## src/rtl/dual_policy_cache_meter.sv

```systemverilog
module dual_policy_cache_meter #(
  parameter int WAYS = 4,
  parameter int AW   = 16,
  parameter int CW   = 32,
  parameter int LW   = 64,
  parameter int NW   = 32
) (
  input  logic                       clk,
  input  logic                       rst,
  input  logic                       req_valid,
  output logic                       req_ready,
  input  logic                       req_write,
  input  logic [AW-1:0]              req_addr,
  input  logic [CW-1:0]              cost_fill,
  input  logic [CW-1:0]              cost_store,
  output logic [LW-1:0]              wt_latency,
  output logic [NW-1:0]              wt_writes,
  output logic [LW-1:0]              wb_latency,
  output logic [NW-1:0]              wb_writes,
  output logic [$clog2(WAYS+1)-1:0]  wb_dirty_lines
);
  localparam int RW = (WAYS > 1) ? $clog2(WAYS) : 1;
  localparam int DW = $clog2(WAYS+1);
  localparam logic [RW-1:0] OLDEST = RW'(WAYS-1);

  logic accept;
  assign req_ready = !rst;
  assign accept    = req_valid && req_ready;

  logic [LW-1:0] lat_all [2];
  logic [NW-1:0] wr_all  [2];
  logic          hit_all [2];
  logic [DW-1:0] dcnt_all[2];

  for (genvar p = 0; p < 2; p++) begin : g_copy
    logic [AW-1:0] tag_q  [WAYS];
    logic [RW-1:0] rank_q [WAYS];
    logic [WAYS-1:0] vld_q, drt_q;
    logic [LW-1:0] lat_q;
    logic [NW-1:0] wr_q;
    logic          hit, free_found, evict_dirty, mem_wr;
    logic [RW-1:0] hit_idx, free_idx, lru_idx, sel;
    logic [DW-1:0] dcnt;
    logic [LW-1:0] add;

    always_comb begin
      hit = 1'b0; hit_idx = '0;
      free_found = 1'b0; free_idx = '0;
      lru_idx = '0; dcnt = '0;
      for (int i = 0; i < WAYS; i++) begin
        if (vld_q[i] && tag_q[i] == req_addr) begin
          hit = 1'b1; hit_idx = RW'(i);
        end
        if (rank_q[i] == OLDEST) lru_idx = RW'(i);
        if (vld_q[i] && drt_q[i]) dcnt = dcnt + 1'b1;
      end
      for (int i = WAYS-1; i >= 0; i--) begin
        if (!vld_q[i]) begin
          free_found = 1'b1; free_idx = RW'(i);
        end
      end
    end

    assign sel         = hit ? hit_idx : (free_found ? free_idx : lru_idx);
    assign evict_dirty = !hit && !free_found && vld_q[lru_idx] && drt_q[lru_idx];
    assign mem_wr      = (p == 0) ? req_write : evict_dirty;
    assign add = LW'(1)
               + (hit    ? '0 : LW'(cost_fill))
               + (mem_wr ? LW'(cost_store) : '0);

    always_ff @(posedge clk) begin
      if (rst) begin
        vld_q <= '0;
        drt_q <= '0;
        lat_q <= '0;
        wr_q  <= '0;
        for (int i = 0; i < WAYS; i++) begin
          rank_q[i] <= RW'(i);
          tag_q[i]  <= '0;
        end
      end else if (accept) begin
        lat_q <= lat_q + add;
        if (mem_wr) wr_q <= wr_q + 1'b1;
        tag_q[sel] <= req_addr;
        vld_q[sel] <= 1'b1;
        if (p == 1) drt_q[sel] <= hit ? (drt_q[sel] | req_write) : req_write;
        for (int i = 0; i < WAYS; i++) begin
          if (RW'(i) == sel)              rank_q[i] <= '0;
          else if (rank_q[i] < rank_q[sel]) rank_q[i] <= rank_q[i] + 1'b1;
        end
      end
    end

    assign lat_all[p]  = lat_q;
    assign wr_all[p]   = wr_q;
    assign hit_all[p]  = hit;
    assign dcnt_all[p] = dcnt;
  end

  assign wt_latency     = lat_all[0];
  assign wt_writes      = wr_all[0];
  assign wb_latency     = lat_all[1];
  assign wb_writes      = wr_all[1];
  assign wb_dirty_lines = dcnt_all[1];

  a_r1_copies_agree: assert property (@(posedge clk) disable iff (rst)
    accept |-> hit_all[0] == hit_all[1]);
  a_r2_latency_grows: assert property (@(posedge clk) disable iff (rst)
    accept |=> wt_latency > $past(wt_latency) && wb_latency > $past(wb_latency));
  a_r3_wt_write_counted: assert property (@(posedge clk) disable iff (rst)
    accept && req_write |=> wt_writes == $past(wt_writes) + 1'b1);
  a_r3_wt_clean: assert property (@(posedge clk) disable iff (rst)
    dcnt_all[0] == '0);
  a_r4_wb_write_hit_silent: assert property (@(posedge clk) disable iff (rst)
    accept && hit_all[1] |=> wb_writes == $past(wb_writes));
  a_r6_read_hit_keeps_dirty: assert property (@(posedge clk) disable iff (rst)
    accept && !req_write && hit_all[1] |=> $stable(wb_dirty_lines));
  a_r6_dirty_bound: assert property (@(posedge clk) disable iff (rst)
    wb_dirty_lines <= DW'(WAYS));
  a_r7_idle_hold: assert property (@(posedge clk) disable iff (rst)
    !req_valid |=> $stable(wt_latency) && $stable(wb_latency) && $stable(wt_writes)
                   && $stable(wb_writes) && $stable(wb_dirty_lines));
endmodule

```

## config.mk

```make
export PLATFORM = sky130hd
export DESIGN_NAME = dual_policy_cache_meter
export DESIGN_NICKNAME = d
export VERILOG_FILES = /design/src/rtl/dual_policy_cache_meter.sv
export SDC_FILE = /design/constraint.sdc
export NUM_CORES = 1
export LEC_CHECK = 0
export BUFFER_PORTS_ARGS = -buffer_cell sky130_fd_sc_hd__buf_4
export CAP_MARGIN = 20
export CORE_MARGIN = 2
export CORE_UTILIZATION = 40
export CTS_BUF_LIST = sky130_fd_sc_hd__clkbuf_2
export CTS_CLUSTER_DIAMETER = 80
export CTS_CLUSTER_SIZE = 10
export DETAILED_ROUTE_END_ITERATION = 10
export PLACE_DENSITY = 0.58
export SLEW_MARGIN = 20
export SYNTH_ARGS = -nofsm -noshare
export SYNTH_HDL_FRONTEND = slang
export SYNTH_SLANG_ARGS = --single-unit
export TNS_END_PERCENT = 5
```

## constraint.sdc

```tcl
create_clock -name clk -period 7.1 [get_ports clk]
set_input_delay 1.065 -clock clk [delete_from_list [all_inputs] [get_ports clk]]
set_output_delay 1.065 -clock clk [all_outputs]
set_load 0.005 [all_outputs]
```

==> flow_summary.yaml, run 1 <==
placement:
  post-dp-hpwl_um: 49400
  placedCellCount: 3296
  dpl_cell_area_um2: 24740
  portbufs: 279
  place_congestion: 0.9034
synthesis:
  synth_top_area_share_pct: 19.70
  netlist-cell-type-count: 88
  synth-xor-area-share_pct: 10.57
  yosysMostFrequentCell: "nor2_1"
  synth-seq-cells: 348
  mappedNetlistNets: 2634
  synthAdderAreaFrac_pct: 10.79
  postSynth.asyncResetShare_pct: 0
  yosys_most_used_dff: "dfxtp_1"
  synth_simple_gate_area_share_pct: 22.50
  synth_area_um2: 21950
  mux_contribution_to_synthesized_area_pct: 1.750
  yosys.area.top_type: "edfxtp_1"
  syn_inst: 2399
  ys_top_cells_by_count: "nor2_1 (313), dfxtp_1 (204), nand2_1 (176)"
  syn_avg_cell_area_um2: 9.152
  dominant_combinational_cell_family_by_area_after_synthesis: "simple AND/OR/NAND/NOR gates"
  synth-edff-count: 144
  post_synth_main_area_contributors: "edfxtp_1 (20%), dfxtp_1 (19%), fa_1 (5.8%)"
  synth_seq_area_share_pct: 38.30
  syn_warnings: 0
  compound_cell_area_share_of_the_yosys_netlist_pct: 12.52
die:
  design.die.area_um2: 56780
  count_of_boundary_i_o_pins: 280
  die_width_um: 238.3
  floorplan.initialDensity_pct: 40.64
  die_h_um: 238.3
  core_area_um2: 54030
  fp-row-count: 85
drt:
  antenna_left: 0
  total_wire_length_um: 66840
  wl_met1_um: 29330
  drtIter0Drc: 1212
  vias: 18660
  drt_first_pass_iters: 5
  wl_met2_um: 31220
  top_layer_used: "met4"
  route.detailed.wl_per_inst_um: 19.86
  drt_drc_violations_left: 0
  routed-wl-met3_um: 4451
  routed_via_density: 5.544
final_layout:
  fillers: 5285
  layout-drive-gt1-share_pct: 15.60
  design_area_um2: 25120
  areaGrowthSynthToFinish_pct: 14.44
  nets: 2879
  layoutNonFillerInstCount: 3365
sta:
  rsz_0062_raised_after_global_routing: "no"
  setup_viol: 0
  timing.final.crit_share_pct: 86.72
  fin_worst_skew_ps: 163.1
  maxSlewHeadroom_pct: 33.45
  timing.fmax_mhz: 162.4
  setup_total_negative_slack_ps: 0
  finalMaxSlewViolations: 0
  post-route-min-period_ps: 6157
  hold_viol: 0
  timing_worst_slew_pin_value_ps: 998.2
cts:
  latest_clock_arrival_within_the_worst_skew_pair_ps: 1140
  cts-buffers-inserted: 41
  cts.reportedPaths.clkPinSlew_ps: 230
  total_of_hold_buffers_inserted_after_clock_tree_synthesis: 0
  clk_path_buf_depth: 3
  cts_setup_buffers: 0
  cts_num_sinks: 348
  cts.repair.resized: 0
  cts_tree: "yes"
  htree_levels: 2
  clock_tree.root_cell: "clkbuf_2"
worst_hold_path:
  min-delay-path-class: "input pin to flip-flop"
  hold_end: "g_copy[1].vld_q[2]$_SDFFE_PP0P_"
  hold_depth: 3
  worstHoldStart: "req_valid"
power_and_ir_drop:
  power.density_cell_area_nw_per_um2: 236.7
  irDropWorstVdd_mv: 0.1118
  total_leakage_power_nw: 10.47
job:
  max-cap-violations: 0
grt:
  global_route_wire_length_before_repair_um: 103200
  grt_start_max_net_pins: 63
  vias_in_the_first_global_route: 18190
  antenna_found_initial: 2
  global_route.usage.total_pct: 23.08
  overflow: 0
worst_setup_path:
  worst-r2r-cell-count: 20
  worstReg2RegStart: "g_copy[0].tag_q[1][15]$_SDFFCE_PN0P_"
  crit_path_start_kind: "flip-flop"
  cp.arrival_ps: 7120
  worst_r2r_endpoint: "wt_latency[52]$_SDFFE_PP0P_"
  cp_max_fo: 17
  critical_path.endpoint_type: "flip-flop"
  path_class: "flip-flop to flip-flop"
  critPathRequiredTime_ps: 8060
  reg2reg_setup_slack_ps: 940
status:
  status: "complete, no violations"
[sequential cells by signal, summed over array words and instances (netlist names)]
register / count
wt_writes: 32
wt_latency: 64
wb_latency: 64
wb_writes: 32
g_copy.rank_q: 16
g_copy.vld_q: 8
g_copy.tag_q: 128
g_copy.drt_q: 4
[cell families (layout without fill, tap and decap cells)]
kind of cell               after synthesis  count (layout)
muxes                                   38              38
and+or+nand+nor                        984             984
other                                    0               2
adders and majority gates              151             151
DFF                                    348             348
buffers and inverters                  200             468
AOI/OAI and AO/OA                      413             413
xor gates and xnor gates               265             265
[power by group]
group          switching, mW  internal (mW)
Sequential             0.176           2.26
Combinational           1.41           1.07
Clock                  0.762          0.264
Total                   2.35           3.60
[cell type report]
| cell class | instances | area, um^2 | area share [%] |
|---|---|---|---|
| clock buffers | 61 | 305.3 | 1.215 |
| clock inverters | 5 | 60.06 | 0.2390 |
| flip-flops and latches | 348 | 8408 | 33.47 |
| well taps | 696 | 870.8 | 3.466 |
| diodes | 2 | 5.005 | 0.01992 |
| repair buffers | 307 | 2325 | 9.253 |
| multi-input cells | 1851 | 12790 | 50.92 |
| inverters | 95 | 356.6 | 1.419 |
[metrics by stage]
step	hold WS (ps)	utilization, %	total power, mW	setup slack [ps]
floorplan	458.3	-	4.104	1171
global placement	466.5	45.79	4.908	445.7
detailed placement	482.8	45.79	4.938	318.3
CTS	223.7	46.47	5.985	965.6
global route	266.7	46.50	6.343	569.5
finish	335.1	46.50	5.946	943.2
[worst max-delay path: stages (launching register included)]
cell       delay, ps
edfxtp_1         420
xor2_1           150
nor4_1           680
nand4_1          300
o32ai_2          330
nor2b_2          270
buf_4            270
and2_1           180
fa_1             530
inv_1             70
fa_1             430
nor2b_1          290
o31a_1           190
o2111ai_1        130
a31oi_1          200
buf_4            170
o2111ai_1        210
a311oi_2         330
o211ai_1         280
or3_1            410
a21oi_1          140
[worst max-delay path by stage]
stage,startpoint,to,slack (ps),cells after the start
finish,g_copy[0].tag_q[1][15]$_SDFFCE_PN0P_,wt_latency[52]$_SDFFE_PP0P_,940,20
global route,g_copy[1].rank_q[1][0]$_SDFFCE_PN1P_,wb_latency[34]$_SDFFE_PP0P_,570,21
CTS,g_copy[1].rank_q[1][0]$_SDFFCE_PN1P_,wb_latency[47]$_SDFFE_PP0P_,970,20
detailed placement,req_addr[12],wt_latency[52]$_SDFFE_PP0P_,320,21
global placement,req_addr[12],wt_latency[60]$_SDFFE_PP0P_,450,21
floorplan,req_addr[8],wb_latency[41]$_SDFFE_PP0P_,1170,20
[cell usage in the layout (no fill, tap or decap), types with 42 or more instances in the layout]
cell / n
inv_1: 93
a21oi_1: 115
nand3_1: 62
xor2_1: 128
nand4_1: 46
o21ai_0: 69
buf_4: 304
nor2_1: 311
clkbuf_2: 61
dfxtp_1: 204
xnor2_1: 137
ha_1: 87
nor3_1: 45
nand2_1: 176
fa_1: 64
edfxtp_1: 144
and2_1: 131
a21o_1: 42
[per-layer routing]
metal / global-route usage (%) / up-vias
met1: 30.61 / 9013
met2: 38.28 / 607
li1: - / 8929
met4: 6.610 / 0
met5: 0 / -
met3: 4.489 / 106
(Power assumes the default switching activity.)
==> run 2: changes to the inputs <==
--- a/config.mk
+++ b/config.mk
@@ -6,10 +6,10 @@
 export NUM_CORES = 1
 export LEC_CHECK = 0
 export BUFFER_PORTS_ARGS = -buffer_cell sky130_fd_sc_hd__buf_4
-export CAP_MARGIN = 20
+export CAP_MARGIN = 15
 export CORE_MARGIN = 2
 export CORE_UTILIZATION = 40
-export CTS_BUF_LIST = sky130_fd_sc_hd__clkbuf_2
+export CTS_BUF_LIST = sky130_fd_sc_hd__clkbuf_4
 export CTS_CLUSTER_DIAMETER = 80
 export CTS_CLUSTER_SIZE = 10
 export DETAILED_ROUTE_END_ITERATION = 10
==> run 2 against run 1 <==
Effect of this change: register-to-register slack better by 70 ps; first-iteration DRC count is 0.99% lower; critical endpoint unchanged; sequential share of layout area is 0.19 points lower.
==> flow_summary.yaml, run 2 (synthesis gave the netlist of run 1 again) <==
cts:
  cts_setup_buffers: 0
  clock_tree.root_cell: "clkbuf_4"
  cts_tree: "yes"
  cts_num_sinks: 348
  total_of_hold_buffers_inserted_after_clock_tree_synthesis: 0
  cts.reportedPaths.clkPinSlew_ps: 110
  latest_clock_arrival_within_the_worst_skew_pair_ps: 870
  clk_path_buf_depth: 3
  cts.repair.resized: 0
  htree_levels: 2
  cts-buffers-inserted: 41
sta:
  timing.final.crit_share_pct: 85.98
  maxSlewHeadroom_pct: 21.84
  setup_viol: 0
  setup_total_negative_slack_ps: 0
  hold_viol: 0
  rsz_0062_raised_after_global_routing: "no"
  post-route-min-period_ps: 6104
  timing.fmax_mhz: 163.8
  fin_worst_skew_ps: 96.93
  setup_slack_ps: 995.7
  final.hold.worst_slack_ps: 495.8
  finalMaxSlewViolations: 0
  timing_worst_slew_pin_value_ps: 1172
worst_setup_path:
  path_delay_family: "simple AND/OR/NAND/NOR gates"
  timing.critical_path.depth: 21
  worst_r2r_endpoint: "wb_latency[42]$_SDFFE_PP0P_"
  path_common_cell: "buf_4"
  setup.worst_path.end: "wt_latency[52]$_SDFFE_PP0P_"
  cp.arrival_ps: 6840
  reg2reg_setup_slack_ps: 1010
  crit_path_start_kind: "input pin"
  timing.critical_path.buf_inv: 4
  slowest_cell_on_crit_path: "nor4_1"
  worst-r2r-cell-count: 21
  critPathMaxStageDelay_ps: 670
  cp_max_fo: 17
  critical_path.cell_chain: "buf_4, xor2_1, nor4_1, nand4_1, o32ai_2, nor2b_2, buf_4, and2_1, fa_1, inv_1, fa_1, nor2b_1, o31a_1, o2111ai_1, a31oi_1, buf_4, o2111ai_1, a311oi_2, o211ai_1, or3_1, a21oi_1"
  critPathRequiredTime_ps: 7830
  path_class: "input pin to flip-flop"
  setup.worst_path.start: "req_addr[12]"
  critical_path.endpoint_type: "flip-flop"
  worstReg2RegStart: "g_copy[1].rank_q[1][0]$_SDFFCE_PN1P_"
power_and_ir_drop:
  irDropWorstVdd_mv: 0.1129
  total_leakage_power_nw: 10.49
  power.density_cell_area_nw_per_um2: 241.7
status:
  status: "complete, no violations"
final_layout:
  fillers: 5257
  nets: 2878
  layout-drive-gt1-share_pct: 15.57
  design_area_um2: 25270
  multiInputGateArea_um2: 12790
  register_area_um2: 8408
  areaGrowthSynthToFinish_pct: 15.08
  final_common_cell: "nor2_1"
  layout.core_utilization_pct: 46.76
  flip_flop_count_of_the_largest_register_all_copies_and_words_added: 128
  commonest_cells_after_routing_fill_and_taps_aside: "nor2_1 (311), buf_4 (304), dfxtp_1 (204)"
  register_with_the_highest_flop_count: "g_copy.tag_q"
drt:
  drt_first_pass_iters: 6
  antenna_left: 0
  wl_met2_um: 31200
  drtIter0Drc: 1200
  routed_via_density: 5.537
  route.detailed.wl_per_inst_um: 19.87
  vias: 18630
  wl_met1_um: 29380
  top_layer_used: "met4"
  drt_drc_violations_left: 0
  total_wire_length_um: 66830
  routed-wl-met3_um: 4481
die:
  die_width_um: 238.3
  design.die.area_um2: 56780
  core_area_um2: 54030
  count_of_boundary_i_o_pins: 280
  die_h_um: 238.3
  fp-row-count: 85
  floorplan.initialDensity_pct: 40.64
grt:
  global_route.usage.total_pct: 23.09
  global_route_wire_length_before_repair_um: 103200
  vias_in_the_first_global_route: 18190
  overflow: 0
  antenna_found_initial: 2
  grt_start_max_net_pins: 63
placement:
  post-dp-hpwl_um: 49400
  dpl_cell_area_um2: 24740
  portbufs: 279
  detailedPlace.worstSlack_ps: 318.3
  place_congestion: 0.9034
job:
  max-cap-violations: 0
worst_hold_path:
  min-delay-path-class: "flip-flop to flip-flop"
[run 2: worst min-delay path: cells and delay by family, from the launching register on]
kind | cells | cell delay (ps)
DFF | 1 | 330
AOI/OAI and AO/OA | 2 | 130
[run 2: metrics by stage]
step	power [mW]	instances
after detailed placement	4.938	3296
after floorplan	4.104	2399
after global placement	4.908	3296
final	6.106	3364
after global routing	6.504	3364
after CTS	6.144	3362
[run 2: worst min path at each step]
| stage | to | slack, ps | cells past startpoint | from |
|---|---|---|---|---|
| floorplan | g_copy[0].vld_q[3]$_SDFFE_PP0P_ | 460 | 2 | g_copy[0].vld_q[3]$_SDFFE_PP0P_ |
| global placement | wb_writes[31]$_SDFFE_PP0P_ | 470 | 2 | wb_writes[31]$_SDFFE_PP0P_ |
| detailed placement | wb_latency[32]$_SDFFE_PP0P_ | 480 | 2 | wb_latency[32]$_SDFFE_PP0P_ |
| CTS | wb_writes[31]$_SDFFE_PP0P_ | 500 | 2 | wb_writes[31]$_SDFFE_PP0P_ |
| global route | wt_latency[23]$_SDFFE_PP0P_ | 540 | 2 | wt_latency[23]$_SDFFE_PP0P_ |
| finish | wb_writes[31]$_SDFFE_PP0P_ | 500 | 2 | wb_writes[31]$_SDFFE_PP0P_ |
[run 2: final cells by class]
cell class / instances / share of cell area, %
antenna: 2 / 0.01981
clock buffer: 61 / 1.813
clock inverter: 5 / 0.2377
inverter: 95 / 1.411
multi-input combinational: 1851 / 50.64
sequential: 348 / 33.28
tap: 696 / 3.447
timing repair buffer: 306 / 9.157
[run 2: layer usage]
layer  up-vias  global-route usage [%]
met5         -                       0
met3       102                   4.685
li1       8947                       -
met1      9011                   30.53
met2       566                   38.32
met4         0                   6.496
[run 2: power by group]
part | switching [mW] | internal, mW
clock network | 0.761 | 0.429
registers | 0.175 | 2.26
logic | 1.41 | 1.07
total | 2.35 | 3.76
==> run 3: changes to the inputs <==
--- a/config.mk
+++ b/config.mk
@@ -7,13 +7,13 @@
 export LEC_CHECK = 0
 export BUFFER_PORTS_ARGS = -buffer_cell sky130_fd_sc_hd__buf_4
 export CAP_MARGIN = 15
-export CORE_MARGIN = 2
 export CORE_UTILIZATION = 40
 export CTS_BUF_LIST = sky130_fd_sc_hd__clkbuf_4
 export CTS_CLUSTER_DIAMETER = 80
 export CTS_CLUSTER_SIZE = 10
 export DETAILED_ROUTE_END_ITERATION = 10
 export PLACE_DENSITY = 0.58
+export RECOVER_POWER = 100
 export SLEW_MARGIN = 20
 export SYNTH_ARGS = -nofsm -noshare
 export SYNTH_HDL_FRONTEND = slang
==> run 3 against run 2 <==
Effect of this change: the flow now finishes with violations (max-capacitance violations, max-slew violations); total power rose by 0.37%; hold slack improved by 9.0 ps; critical path type is now flip-flop to flip-flop; global-route usage rose by 0.64 points.
==> flow_summary.yaml, run 3 (synthesis gave the netlist of run 1 again) <==
die:
  die_h_um: 236.3
  die_width_um: 236.3
  floorplan.initialDensity_pct: 40.64
  fp-row-count: 85
  count_of_boundary_i_o_pins: 280
  core_area_um2: 54030
  design.die.area_um2: 55830
final_layout:
  commonest_cells_after_routing_fill_and_taps_aside: "nor2_1 (312), dfxtp_1 (204), clkbuf_4 (199)"
  flip_flop_count_of_the_largest_register_all_copies_and_words_added: 128
  final_common_cell: "nor2_1"
  fillers: 5360
  register_with_the_highest_flop_count: "g_copy.tag_q"
  areaGrowthSynthToFinish_pct: 14.16
  layoutNonFillerInstCount: 3376
  layout-drive-gt1-share_pct: 12.69
  layout.core_utilization_pct: 46.39
  nets: 2888
placement:
  portbufs: 279
  post-dp-hpwl_um: 49330
  place_congestion: 0.9010
  detailedPlace.worstSlack_ps: 525.3
  placedCellCount: 3305
sta:
  timing_worst_slew_pin_value_ps: 2810
  setup_viol: 0
  post-route-min-period_ps: 6426
  fin_worst_skew_ps: 113.4
  timing.final.crit_share_pct: 90.50
  timing.fmax_mhz: 155.6
  finalMaxSlewViolations: 224
  rsz_0062_raised_after_global_routing: "no"
  setup_slack_ps: 674.4
  hold_viol: 0
  setup_total_negative_slack_ps: 0
  maxSlewHeadroom_pct: -87.34
status:
  violated_checks: "max-capacitance violations, max-slew violations"
  status: "complete, but fails checks"
power_and_ir_drop:
  power.density_cell_area_nw_per_um2: 244.5
  irDropWorstVdd_mv: 0.1005
  total_leakage_power_nw: 10.14
  p_total_mw: 6.128
cts:
  cts_num_sinks: 348
  cts_setup_buffers: 0
  clock_tree.root_cell: "clkbuf_4"
  cts_tree: "yes"
  total_of_hold_buffers_inserted_after_clock_tree_synthesis: 0
  cts.repair.resized: 0
  htree_levels: 2
  latest_clock_arrival_within_the_worst_skew_pair_ps: 880
  clk_path_buf_depth: 3
  cts-buffers-inserted: 42
  cts.reportedPaths.clkPinSlew_ps: 130
grt:
  global_route_wire_length_before_repair_um: 104500
  overflow: 0
  global_route.usage.total_pct: 23.73
  grt_start_max_net_pins: 83
  vias_in_the_first_global_route: 18420
  antenna_found_initial: 1
drt:
  drt_first_pass_iters: 5
  vias: 18620
  route.detailed.wl_per_inst_um: 19.69
  drtIter0Drc: 1228
  total_wire_length_um: 66490
  routed_via_density: 5.516
  drt_drc_violations_left: 0
  antenna_left: 0
worst_setup_path:
  cp_max_fo: 20
  critPathRequiredTime_ps: 7840
  crit_path_start_kind: "flip-flop"
  path_class: "flip-flop to flip-flop"
  cp.arrival_ps: 7170
  critical_path.endpoint_type: "flip-flop"
worst_hold_path:
  min-delay-path-class: "flip-flop to flip-flop"
job:
  max-cap-violations: 6
run 3: stage by stage:
stage | cell area (um^2) | hold WS, ps
floorplan | 21950 | 458.3
global placement | 24830 | 471.3
detailed placement | 24830 | 486.8
CTS | 25390 | 505.7
global route | 25060 | 522.6
finish | 25060 | 504.8
run 3: layout make-up:
type                    instances  area, um^2  area share [%]
clock buffers                  60       450.4           1.797
flip-flops and latches        348        8408           33.55
multi-input cells            1851       12760           50.91
repair buffers                315        2112           8.427
diodes                          1       2.502        0.009985
clock inverters                10       102.6          0.4094
well taps                     696       870.8           3.475
inverters                      95       356.6           1.423
run 3: where the power goes:
group / total [mW] / internal [mW] / switching (mW)
Combinational: 2.47 / 1.05 / 1.42
Sequential: 2.43 / 2.26 / 0.169
Clock: 1.22 / 0.462 / 0.762
Total: 6.13 / 3.78 / 2.35
run 3: metal layers:
metal | wire, um | global-route usage, %
met5 | 0 | 0
met4 | 1867 | 7.261
met3 | 4335 | 4.318
met2 | 31470 | 39.19
met1 | 28810 | 31.41
run 3: worst paths after layout:
path	start	to	slack [ps]	depth (start not counted)
setup / recovery	g_copy[0].tag_q[1][3]$_SDFFCE_PN0P_	wt_latency[52]$_SDFFE_PP0P_	670	21
hold / removal	wb_writes[16]$_SDFFE_PP0P_	wb_writes[16]$_SDFFE_PP0P_	500	2
setup reg to reg	g_copy[0].tag_q[1][3]$_SDFFCE_PN0P_	wt_latency[52]$_SDFFE_PP0P_	670	21
hold reg to reg	wb_writes[16]$_SDFFE_PP0P_	wb_writes[16]$_SDFFE_PP0P_	500	2
run 3: critical path: stages, from the launching register on:
cell,delay (ps)
edfxtp_1,400
xor2_1,260
nor4_1,80
clkbuf_1,150
nand4_1,220
o32ai_1,150
nor2b_1,890
clkbuf_1,600
nand2_1,170
fa_1,530
inv_1,40
ha_1,330
o21a_1,160
o31a_1,170
o2111ai_1,140
a31oi_1,210
clkbuf_1,300
o2111ai_1,260
a311oi_1,390
o211ai_1,280
or3_1,390
a21oi_1,170
